**config.mk**
```make
export PLATFORM = sky130hd
export DESIGN_NAME = chan_clk_div
export DESIGN_NICKNAME = d
export VERILOG_FILES = /design/src/rtl/chan_clk_div_pkg.sv /design/src/rtl/chdiv_counter.sv /design/src/rtl/chdiv_pin_map.sv /design/src/rtl/chan_clk_div.sv
export SDC_FILE = /design/constraint.sdc
export NUM_CORES = 1
export LEC_CHECK = 0
export CAP_MARGIN = 20
export CORE_UTILIZATION = 47
export CTS_CLUSTER_DIAMETER = 40
export DETAILED_ROUTE_END_ITERATION = 7
export GPL_ROUTABILITY_DRIVEN = 0
export PLACE_DENSITY_LB_ADDON = 0.25
export SKIP_LAST_GASP = 1
export SYNTH_ARGS = -nofsm -noshare
export SYNTH_HDL_FRONTEND = slang
export SYNTH_SLANG_ARGS = --single-unit
```
**constraint.sdc**
```tcl
create_clock -name clk -period 3.2 [get_ports clk]
set_input_delay 0.64 -clock clk [delete_from_list [all_inputs] [get_ports clk]]
set_output_delay 0.64 -clock clk [all_outputs]
set_load 0.05 [all_outputs]
```
**src/rtl/chan_clk_div_pkg.sv**
```systemverilog
package chan_clk_div_pkg;
    typedef enum logic [1:0] {
        SEL_OFF  = 2'd0,
        SEL_TRUE = 2'd1,
        SEL_COMP = 2'd2
    } pin_sel_e;
endpackage

```
**src/rtl/chdiv_counter.sv**
```systemverilog
module chdiv_counter #(
    parameter int DIV_W = 10,
    parameter int PH_W  = 6
) (
    input  logic             clk,
    input  logic             rst_n,
    input  logic             hold_i,
    input  logic [DIV_W-1:0] div_i,
    input  logic [PH_W-1:0]  phase_i,
    output logic             clk_div_o,
    output logic             run_o
);
    localparam int CNT_W = DIV_W + 1;

    typedef struct packed {
        logic             run;
        logic [PH_W-1:0]  dly;
        logic [CNT_W-1:0] cnt;
    } state_t;

    state_t s_d, s_q;
    logic [CNT_W-1:0] half_len;
    logic [CNT_W-1:0] last_cnt;

    assign half_len = CNT_W'(div_i) + CNT_W'(1);
    assign last_cnt = {div_i, 1'b1};

    always_comb begin
        s_d = s_q;
        if (hold_i) begin
            s_d.run = 1'b0;
            s_d.cnt = '0;
            s_d.dly = phase_i;
        end else if (!s_q.run) begin
            if (s_q.dly == '0) begin
                s_d.run = 1'b1;
                s_d.cnt = '0;
            end else begin
                s_d.dly = s_q.dly - PH_W'(1);
            end
        end else if (s_q.cnt == last_cnt) begin
            s_d.cnt = '0;
        end else begin
            s_d.cnt = s_q.cnt + CNT_W'(1);
        end
    end

    always_ff @(posedge clk or negedge rst_n) begin
        if (!rst_n) begin
            s_q <= '0;
        end else begin
            s_q <= s_d;
        end
    end

    assign clk_div_o = s_q.run && (s_q.cnt < half_len);
    assign run_o     = s_q.run;
endmodule

```
**src/rtl/chdiv_pin_map.sv**
```systemverilog
module chdiv_pin_map
    import chan_clk_div_pkg::*;
(
    input  logic [3:0] mode_i,
    input  logic       clk_i,
    input  logic       enable_i,
    output logic       pos_o,
    output logic       pos_oe_o,
    output logic       neg_o,
    output logic       neg_oe_o
);
    pin_sel_e pos_sel, neg_sel;

    always_comb begin
        pos_sel = SEL_OFF;
        neg_sel = SEL_OFF;
        unique case (mode_i)
            4'b0110: begin pos_sel = SEL_TRUE; neg_sel = SEL_TRUE; end
            4'b1000: begin pos_sel = SEL_TRUE; end
            4'b1001: begin neg_sel = SEL_TRUE; end
            4'b1011: begin pos_sel = SEL_COMP; neg_sel = SEL_COMP; end
            4'b1100: begin pos_sel = SEL_COMP; neg_sel = SEL_TRUE; end
            4'b1101: begin pos_sel = SEL_COMP; end
            4'b1110: begin neg_sel = SEL_COMP; end
            4'b0001, 4'b0010, 4'b0011, 4'b0100, 4'b0101, 4'b0111: begin
                pos_sel = SEL_TRUE;
                neg_sel = SEL_COMP;
            end
            default: begin pos_sel = SEL_OFF; neg_sel = SEL_OFF; end
        endcase
    end

    function automatic logic pin_val(input pin_sel_e sel, input logic c);
        return (sel == SEL_TRUE) ? c : ((sel == SEL_COMP) ? ~c : 1'b0);
    endfunction

    assign pos_oe_o = enable_i && (pos_sel != SEL_OFF);
    assign neg_oe_o = enable_i && (neg_sel != SEL_OFF);
    assign pos_o    = enable_i && pin_val(pos_sel, clk_i);
    assign neg_o    = enable_i && pin_val(neg_sel, clk_i);
endmodule

```
**src/rtl/chan_clk_div.sv**
```systemverilog
module chan_clk_div #(
    parameter int DIV_W = 10,
    parameter int PH_W  = 6
) (
    input  logic             clk,
    input  logic             rst_n,
    input  logic             sync_i,
    input  logic [DIV_W-1:0] cfg_div_i,
    input  logic [PH_W-1:0]  cfg_phase_i,
    input  logic             cfg_invert_i,
    input  logic             cfg_ign_sync_i,
    input  logic             cfg_pd_i,
    input  logic [3:0]       cfg_mode_i,
    output logic             pos_o,
    output logic             pos_oe_o,
    output logic             neg_o,
    output logic             neg_oe_o
);
    logic hold;
    logic div_clk;
    logic div_run;

    assign hold = cfg_pd_i || (sync_i && !cfg_ign_sync_i);

    chdiv_counter #(.DIV_W(DIV_W), .PH_W(PH_W)) u_cnt (
        .clk       (clk),
        .rst_n     (rst_n),
        .hold_i    (hold),
        .div_i     (cfg_div_i),
        .phase_i   (cfg_phase_i),
        .clk_div_o (div_clk),
        .run_o     (div_run)
    );

    chdiv_pin_map u_map (
        .mode_i   (cfg_mode_i),
        .clk_i    (div_clk ^ cfg_invert_i),
        .enable_i (!cfg_pd_i),
        .pos_o    (pos_o),
        .pos_oe_o (pos_oe_o),
        .neg_o    (neg_o),
        .neg_oe_o (neg_oe_o)
    );
endmodule

```
Word level (Yosys, flattened, before mapping)
Cells that the tools add are included.

cells by class
  bitwise gates (word level) = 2
  order comparisons = 1
  eq/ne operators = 20
  add/sub/neg operators = 3
  mux-type cells = 13
  reduce and logical (&&, ||, !) cells = 18

operator list
  cell                                                                   count
  11-bit 2-to-1 mux                                                      3
  4-bit equality test, second input constant                             6
  18-bit 2-to-1 mux                                                      1
  4-bit by 3-bit equality test with 1-bit output, second input constant  4
  8-bit OR reduction                                                     2
  10-bit by 1-bit adder with 11-bit output, second input constant        1
  11-bit by 1-bit adder with 11-bit output, second input constant        1
  11-bit equality test                                                   1
  11-bit less-than comparator                                            1
  4-bit by 2-bit equality test with 1-bit output, second input constant  2
  2-bit one-hot mux with 2 select lines                                  2
  7-bit 2-to-1 mux                                                       1
  1-bit logical AND                                                      6
  6-bit zero test                                                        1
  6-bit 2-to-1 mux                                                       1
  3-bit OR reduction                                                     2
  6-bit by 1-bit subtractor with 6-bit output, second input constant     1
  1-bit 2-to-1 mux                                                       5
  2-bit by 1-bit equality test with 1-bit output, second input constant  2
  2-bit equality test, second input constant                             2
  4-bit by 1-bit equality test with 1-bit output, second input constant  1
  2-bit inequality test, second input constant                           2
  2-bit nonzero test                                                     2
  3-bit nonzero test                                                     1
  other kinds (5)                                                        6

storage, ports and cells
  register bits = 18

Logic depth before layout (Yosys ltp)
Gate-level depths: netlist of the first run.

  depth after elaboration = 8
  gate-level depth with buffers = 10

Modules after synthesis
A second synthesis of the first run with hierarchy kept.

second synthesis, totals
  cells, all modules = 205
  area, all modules = 1,692.9 sq um

by module, submodules not included
  module         cells each  area each (sq um)  instances
  chdiv_counter  171         1,467.7            1
  chdiv_pin_map  30          203.9              1
  chan_clk_div   4           21.3               1

Worst setup path before layout of the first run
No wires, ideal clock.

  path type = input to output
  start point = input cfg_div_i[0]
  end point = output neg_o
  stages on the path = 10
  buffers on the path = 0
  data arrival time = 3.202 ns
  setup slack = -0.642 ns
  cells stage by stage = ha_1 -> and3_1 -> nand3_1 -> xor2_1 -> ha_1 -> nand4_1 -> a2111o_1 -> o2111a_1 -> xnor3_1 -> nor2b_1

on the way
  cells in the longest elaborated chain, start to end = 8

ends and longest elaborated chain
  what                                          line                 source
  start: declaration                            chan_clk_div.sv:8    input logic [DIV_W-1:0] cfg_div_i,
  10-bit by 1-bit adder with 11-bit output (*)  chdiv_counter.sv:25  assign half_len = CNT_W'(div_i) + CNT_W'(1);
  11-bit less-than comparator (*)               chdiv_counter.sv:56  assign clk_div_o = s_q.run && (s_q.cnt < half_len);
  1-bit logical AND (*)                         chdiv_counter.sv:56
  1-bit bitwise XOR (*)                         chan_clk_div.sv:37   .clk_i (div_clk ^ cfg_invert_i),
  1-bit NOT                                     chdiv_pin_map.sv:34  return (sel == SEL_TRUE) ? c : ((sel == SEL_COMP) ? ~c : 1'b0);
  1-bit 2-to-1 mux                              chdiv_pin_map.sv:34
  1-bit 2-to-1 mux (*)                          chdiv_pin_map.sv:34
  1-bit logical AND (*)                         chdiv_pin_map.sv:40  assign neg_o = enable_i && pin_val(neg_sel, clk_i);
  end: declaration                              chan_clk_div.sv:16   output logic neg_o,

Every way passes the cells marked *; elsewhere a longest branch is shown, timed or not.

Worst setup path in the final report of the first run
  start point = input cfg_div_i[4]
  end point = output neg_o

The elaborated chain is that of the path after synthesis.

==> reports/summary.txt, run 1 <==
status = finished, violations left
failing checks = setup timing
most frequent cells in the layout = buf_4, dfrtp_1, a21oi_1, nor2_1
Worst Path Required = 2.56 ns
total die area = 3730 µm²
Non-Filler Instances = 281
Peak Freq = 289 MHz
P per Cell Area = 245 nW/µm²
RSZ-0062 raised after global routing = yes
Hold Fails Final Rpt = 0
syn_area_per_cell = 8.78 µm²
commonest non-fill, non-tap cell in the layout = buf_4
Final Max Slew Viols = 0
clock sink count = 18
Final Setup Violations = 2
FF-to-FF End = u_cnt.s_q[9]$_DFFE_PN0P_
placed instance area = 2170 µm²
Max stage delay on crit path = 0.32 ns
period utilisation layout = 108%
I/O pin cnt = 30
grt ovf = 0
Worst Hold Class = flop to flop
H-tree levels = 1
LEAKAGE = 0.981 nW
FILL cells = 272
routed vias = 1,596
final instance area = 2290 µm²
CP arrival = 2.82 ns
vias in the first global route = 1,533
CP Launch Type = input port
dpl hpwl = 2.97 mm
dpl cells = 274
Worst Setup EP = neg_o
main flop type after synthesis = dfrtp_1
Synth Instances = 187
Tightest Pin Transition = 0.824 ns
total negative slack = -0.480 ns
Cell variety after synth = 41
Detailed Routing Iterations Pass 1 = 4
# rows = 21
CTS Buffer Depth = 2
clk root buf = clkbuf_4
ys async rst share = 100%
GRT Util Overall = 22.7%
main area contributors after synthesis = dfrtp_1, ha_1, xnor2_1, a21oi_1, nand3_1
TritonCTS buffer count = 3
final hold slack = 0.623 ns
Synth area leader = dfrtp_1
largest net degree at the start of global routing = 21
setup slack after layout = -0.263 ns
CP max-delay cell = ha_1
Synth top area share = 27.4%
Setup WS pre-CTS = -0.676 ns
FF-to-FF Start = u_cnt.s_q[2]$_DFFE_PN0P_
r2r setup slk = 1.18 ns
antenna viol nets, final = 0
CP bufs+invs = 2
Setup Crit Path Kind = input port to output port
final core occ = 68.5%
cts hold-fix bufs = 0
total routed wirelength = 3.99 mm
crit path max fanout = 3
Nets = 277
Syn Nets = 227
Setup Skew = 0.00660 ns
#FFs+latches synth = 18
worst hold path depth = 1
clk slew on worst S/H paths = 0.10 ns
Post-synth EDFFs = 0
Core Region = 3340 µm²
drt wl/cell = 14.2 µm
CP Cell Sequence = buf_6 -> and3_4 -> and3_4 -> nand3_4 -> xor2_2 -> ha_1 -> a211o_1 -> o211ai_1 -> o2111a_1 -> xnor3_1 -> nor2b_4 -> buf_12
Chip Height = 61.1 µm
initial core utilization = 49.2%
crit path from = cfg_div_i[4]
Reg2Reg Depth = 5
IO buf count = 29
Crit. path cell count = 12
n_diodes = 0
worst vdd ir = 0.000238 V
drt drc = 0
critical path capture point type = output port
clk_lat worst skew = 0.29 ns
Max Cap Viol = 0
minimum clock period = 3.46 ns
CP dominant cell by count = and3_4
CTS tree = built
CP top delay family = simple AND/OR/NAND/NOR gates
Post-Synthesis Cell Area = 1640 µm²
Seq/Total Area, Yosys = 27.4%
P&R area growth vs syn = 39.3%
initial DRC count = 67
Worst slew margin = 44.9%
first-pass GRT wire length = 6.37 mm
Synth warnings = 0
via-per-instance ratio = 5.68
Die W = 61.1 µm
total chip power = 561 µW
initial antenna violation count = 0
share of layout cells above drive strength 1 = 23.8%
power breakdown:
group | internal, mW | leakage, nW | switching, mW
clock network | 0.0437 | 0.0138 | 0.0687
logic | 0.108 | 0.732 | 0.0959
registers | 0.237 | 0.235 | 0.00887
total | 0.388 | 0.981 | 0.173
synthesized netlist by cell type, drive strengths merged (3+ instances only):
| library cell | number |
|---|---|
| dfrtp | 18 |
| nand4 | 5 |
| buf | 4 |
| mux2i | 4 |
| nand2 | 11 |
| a21oi | 18 |
| xnor2 | 18 |
| nand3 | 16 |
| inv | 10 |
| xor2 | 9 |
| and4 | 3 |
| ha | 14 |
| nor2 | 17 |
| and3 | 7 |
logic make-up after synthesis:
| group | after synthesis | share of synthesized area (%) |
|---|---|---|
| AO/OA/AOI/OAI | 37 | 15.5 |
| flip-flops | 18 | 27.4 |
| AND/OR/NAND/NOR | 69 | 21.9 |
| buffers and inverters | 16 | 5.11 |
| adder cells (fa/ha/maj) | 14 | 10.7 |
| XOR/XNOR | 28 | 16.2 |
| multiplexers | 5 | 3.13 |
area by class of cell:
class | instances | area [µm²] | share of cell area, %
timing repair buffer | 51 | 499 | 21.8
clock buffer | 3 | 22.5 | 0.985
tap | 46 | 57.6 | 2.52
inverter | 10 | 37.5 | 1.64
sequential | 18 | 450 | 19.7
multi-input combinational | 153 | 1220 | 53.3
how the worst min path moves through the flow:
| stage | startpoint | to | slack, ns |
|---|---|---|---|
| after floorplan | rst_n | u_cnt.run_o$_DFF_PN0_ | 0.34 |
| final | u_cnt.s_q[4]$_DFFE_PN0P_ | u_cnt.s_q[4]$_DFFE_PN0P_ | 0.62 |
| after detailed placement | u_cnt.s_q[15]$_DFFE_PN0P_ | u_cnt.s_q[15]$_DFFE_PN0P_ | 0.62 |
| after CTS | u_cnt.s_q[7]$_DFFE_PN0P_ | u_cnt.s_q[7]$_DFFE_PN0P_ | 0.63 |
| after global routing | u_cnt.s_q[4]$_DFFE_PN0P_ | u_cnt.s_q[4]$_DFFE_PN0P_ | 0.65 |
| after global placement | u_cnt.s_q[7]$_DFFE_PN0P_ | u_cnt.s_q[7]$_DFFE_PN0P_ | 0.59 |
sequential cells by signal, summed over array words and instances (netlist names):
| name | cells |
|---|---|
| u_cnt.s_q | 17 |
| u_cnt.run_o | 1 |
timing repair:
action / 4_1_cts / 5_1_grt
setup buffers: 4 / 0
setup endpoints to repair: 2 / 2
pin swaps: 15 / 8
resized for setup: 37 / 5
hold endpoints to repair: 0 / 0
metal layers:
layer	global-route usage, %	part of all wire (%)	vias to the layer above
li1	-	-	768
met5	0	0	-
met1	25.0	40	761
met4	5.19	1.9	0
met3	6.30	5.1	10
met2	43.0	53	57
Note: power is estimated with default switching activity, not from simulation.
==> run 2, diff against run 1 <==
- CTS_CLUSTER_SIZE: not set -> 24
==> results of run 2 <==
Same layout as run 1: the final DEF is identical, and so are final timing and power.
==> run 3, diff against run 2 <==
--- a/config.mk
+++ b/config.mk
@@ -7,5 +7,6 @@
 export LEC_CHECK = 0
 export CAP_MARGIN = 20
-export CORE_UTILIZATION = 47
+export CORE_ASPECT_RATIO = 0.9
+export CORE_UTILIZATION = 57
 export CTS_CLUSTER_DIAMETER = 40
 export CTS_CLUSTER_SIZE = 24
==> constraint.sdc (replaced) <==
create_clock -name clk -period 4.1 [get_ports clk]
set_input_delay 0.41 -clock clk [delete_from_list [all_inputs] [get_ports clk]]
set_output_delay 0.41 -clock clk [all_outputs]
set_load 0.05 [all_outputs]
==> run 3 against run 2 <==
The flow now finishes without violations. First-iteration DRC count rose by 21%. Design area fell by 13%. Clock skew rose by 0.0062 ns. Combinational power fell by 36%. Wire length fell by 13%. Register-to-register slack improved by 0.92 ns. Flip-flop and latch count did not move. Die area fell by 17%. Non-clock buffer count fell by 22. Critical endpoint unchanged. Largest cell class unchanged.
==> reports/summary.txt, run 3 (synthesis results as in run 1) <==
status = finished, final reports clean (was finished, violations left)
clk slew on worst S/H paths = 0.11 ns (was 0.10 ns)
grt ovf = 0 (unchanged)
Core Region = 2750 µm² (was 3340 µm²)
clk root buf = clkbuf_4 (unchanged)
Nets = 255 (was 277)
placed instance area = 1960 µm² (was 2170 µm²)
drt wl/cell = 13.6 µm (was 14.2 µm)
worst vdd ir = 0.000210 V (was 0.000238 V)
first-pass GRT wire length = 6.08 mm (was 6.37 mm)
most frequent cells in the layout = clkdlybuf4s50_1, a21oi_1, dfrtp_1, xnor2_1, nor2_1 (was buf_4, dfrtp_1, a21oi_1, nor2_1)
share of layout cells above drive strength 1 = 5.61% (was 23.8%)
# rows = 18 (was 21)
Reg2Reg Depth = 5 (unchanged)
CP arrival = 3.51 ns (was 2.82 ns)
Chip Height = 52.9 µm (was 61.1 µm)
LEAKAGE = 0.841 nW (was 0.981 nW)
RSZ-0062 raised after global routing = no (was yes)
Max Cap Viol = 0 (unchanged)
n_diodes = 0 (unchanged)
vias in the first global route = 1,491 (was 1,533)
final hold slack = 0.559 ns (was 0.623 ns)
initial DRC count = 81 (was 67)
PostCTS Resize Cnt = 0 (was 37)
post-CTS setup buffer count = 0 (was 4)
Largest Register = u_cnt.s_q (unchanged)
total negative slack = 0 ns (was -0.480 ns)
Tightest Pin Transition = 0.881 ns (was 0.824 ns)
P per Cell Area = 218 nW/µm² (was 245 nW/µm²)
FILL cells = 228 (was 272)
GRT Util Overall = 25.7% (was 22.7%)
Worst Path Required = 3.69 ns (was 2.56 ns)
H-tree levels = 1 (unchanged)
drt drc = 0 (unchanged)
Detailed Routing Iterations Pass 1 = 4 (unchanged)
total die area = 3100 µm² (was 3730 µm²)
I/O pin cnt = 30 (unchanged)
Hold Fails Final Rpt = 0 (unchanged)
CP Launch Type = input port (unchanged)
Final Setup Violations = 0 (was 2)
P&R area growth vs syn = 21.3% (was 39.3%)
final instance area = 1990 µm² (was 2290 µm²)
via-per-instance ratio = 5.69 (was 5.68)
critical path capture point type = output port (unchanged)
routed vias = 1,445 (was 1,596)
minimum clock period = 3.92 ns
total chip power = 433 µW (was 561 µW)
CTS tree = built (unchanged)
Die W = 58.6 µm (was 61.1 µm)
cts hold-fix bufs = 0 (unchanged)
largest net degree at the start of global routing = 21 (unchanged)
IO buf count = 29 (unchanged)
Final Max Slew Viols = 0 (unchanged)
Setup Skew = 0.0128 ns (was 0.00660 ns)
commonest non-fill, non-tap cell in the layout = clkdlybuf4s50_1 (was buf_4)
crit path max fanout = 5 (was 3)
max reg flops = 17 (unchanged)
initial core utilization = 59.7% (was 49.2%)
TritonCTS buffer count = 3 (unchanged)
total routed wirelength = 3.47 mm (was 3.99 mm)
initial antenna violation count = 0 (unchanged)
dpl hpwl = 2.75 mm (was 2.97 mm)
period utilisation layout = 95.7%
CTS Buffer Depth = 2 (unchanged)
Worst slew margin = 41.3% (was 44.9%)
antenna viol nets, final = 0 (unchanged)
Setup Crit Path Kind = input port to output port (unchanged)
Worst Hold Class = input port to async pin (was flop to flop)
Peak Freq = 255 MHz
clock sink count = 18 (unchanged)
clk_lat worst skew = 0.30 ns (was 0.29 ns)
## run 3: metrics by stage
stage	cells	util (%)	setup slack (ns)
floorplan	187	-	0.718
global placement	250	71.2	0.353
detailed placement	250	71.2	0.189
CTS	254	72.5	0.177
global route	254	72.5	0.0157
finish	254	72.5	0.177
## run 3: final cells by class
| type | instances | area, µm² | area share [%] |
|---|---|---|---|
| Tap cell | 40 | 50.0 | 2.51 |
| Inverter | 10 | 37.5 | 1.88 |
| Clock buffer | 4 | 36.3 | 1.82 |
| Sequential cell | 18 | 450 | 22.6 |
| Timing Repair Buffer | 29 | 310 | 15.6 |
| Multi-Input combinational cell | 153 | 1110 | 55.6 |
## run 3: per-layer routing
layer	share of wire [%]	wire length (µm)	GRT usage [%]	up-vias
met1	42	1470	28.2	667
met5	0	0	0	-
li1	-	-	-	726
met2	51	1770	46.7	43
met3	4.5	155	6.36	9
met4	1.9	67	11.9	0
## run 3: final timing paths
path / start / to / slack (ns)
worst max-delay path: cfg_div_i[1] / neg_o / 0.18
worst min-delay path: rst_n / u_cnt.s_q[3]$_DFFE_PN0P_ / 0.56
worst max register to register: u_cnt.s_q[2]$_DFFE_PN0P_ / u_cnt.s_q[9]$_DFFE_PN0P_ / 2.10
max in group asynchronous: rst_n / u_cnt.run_o$_DFF_PN0_ / 3.03
worst min register to register: u_cnt.s_q[11]$_DFFE_PN0P_ / u_cnt.s_q[11]$_DFFE_PN0P_ / 0.62
min in group clk: u_cnt.s_q[11]$_DFFE_PN0P_ / u_cnt.s_q[11]$_DFFE_PN0P_ / 0.62
## run 3: power breakdown
part | switching (mW) | internal, mW | total [mW]
combinational | 0.0655 | 0.0649 | 0.130
sequential | 0.00648 | 0.185 | 0.191
clock | 0.0577 | 0.0541 | 0.112
## run 3: critical path: stages
cell and delay, ns:
clkdlybuf4s50_1 0.60, ha_1 0.25, and3_1 0.24, nand3_1 0.11, xor2_1 0.16, ha_1 0.30
nand4_1 0.14, a2111o_1 0.42, o2111a_1 0.16, xnor3_1 0.35, nor2b_1 0.20, buf_12 0.17
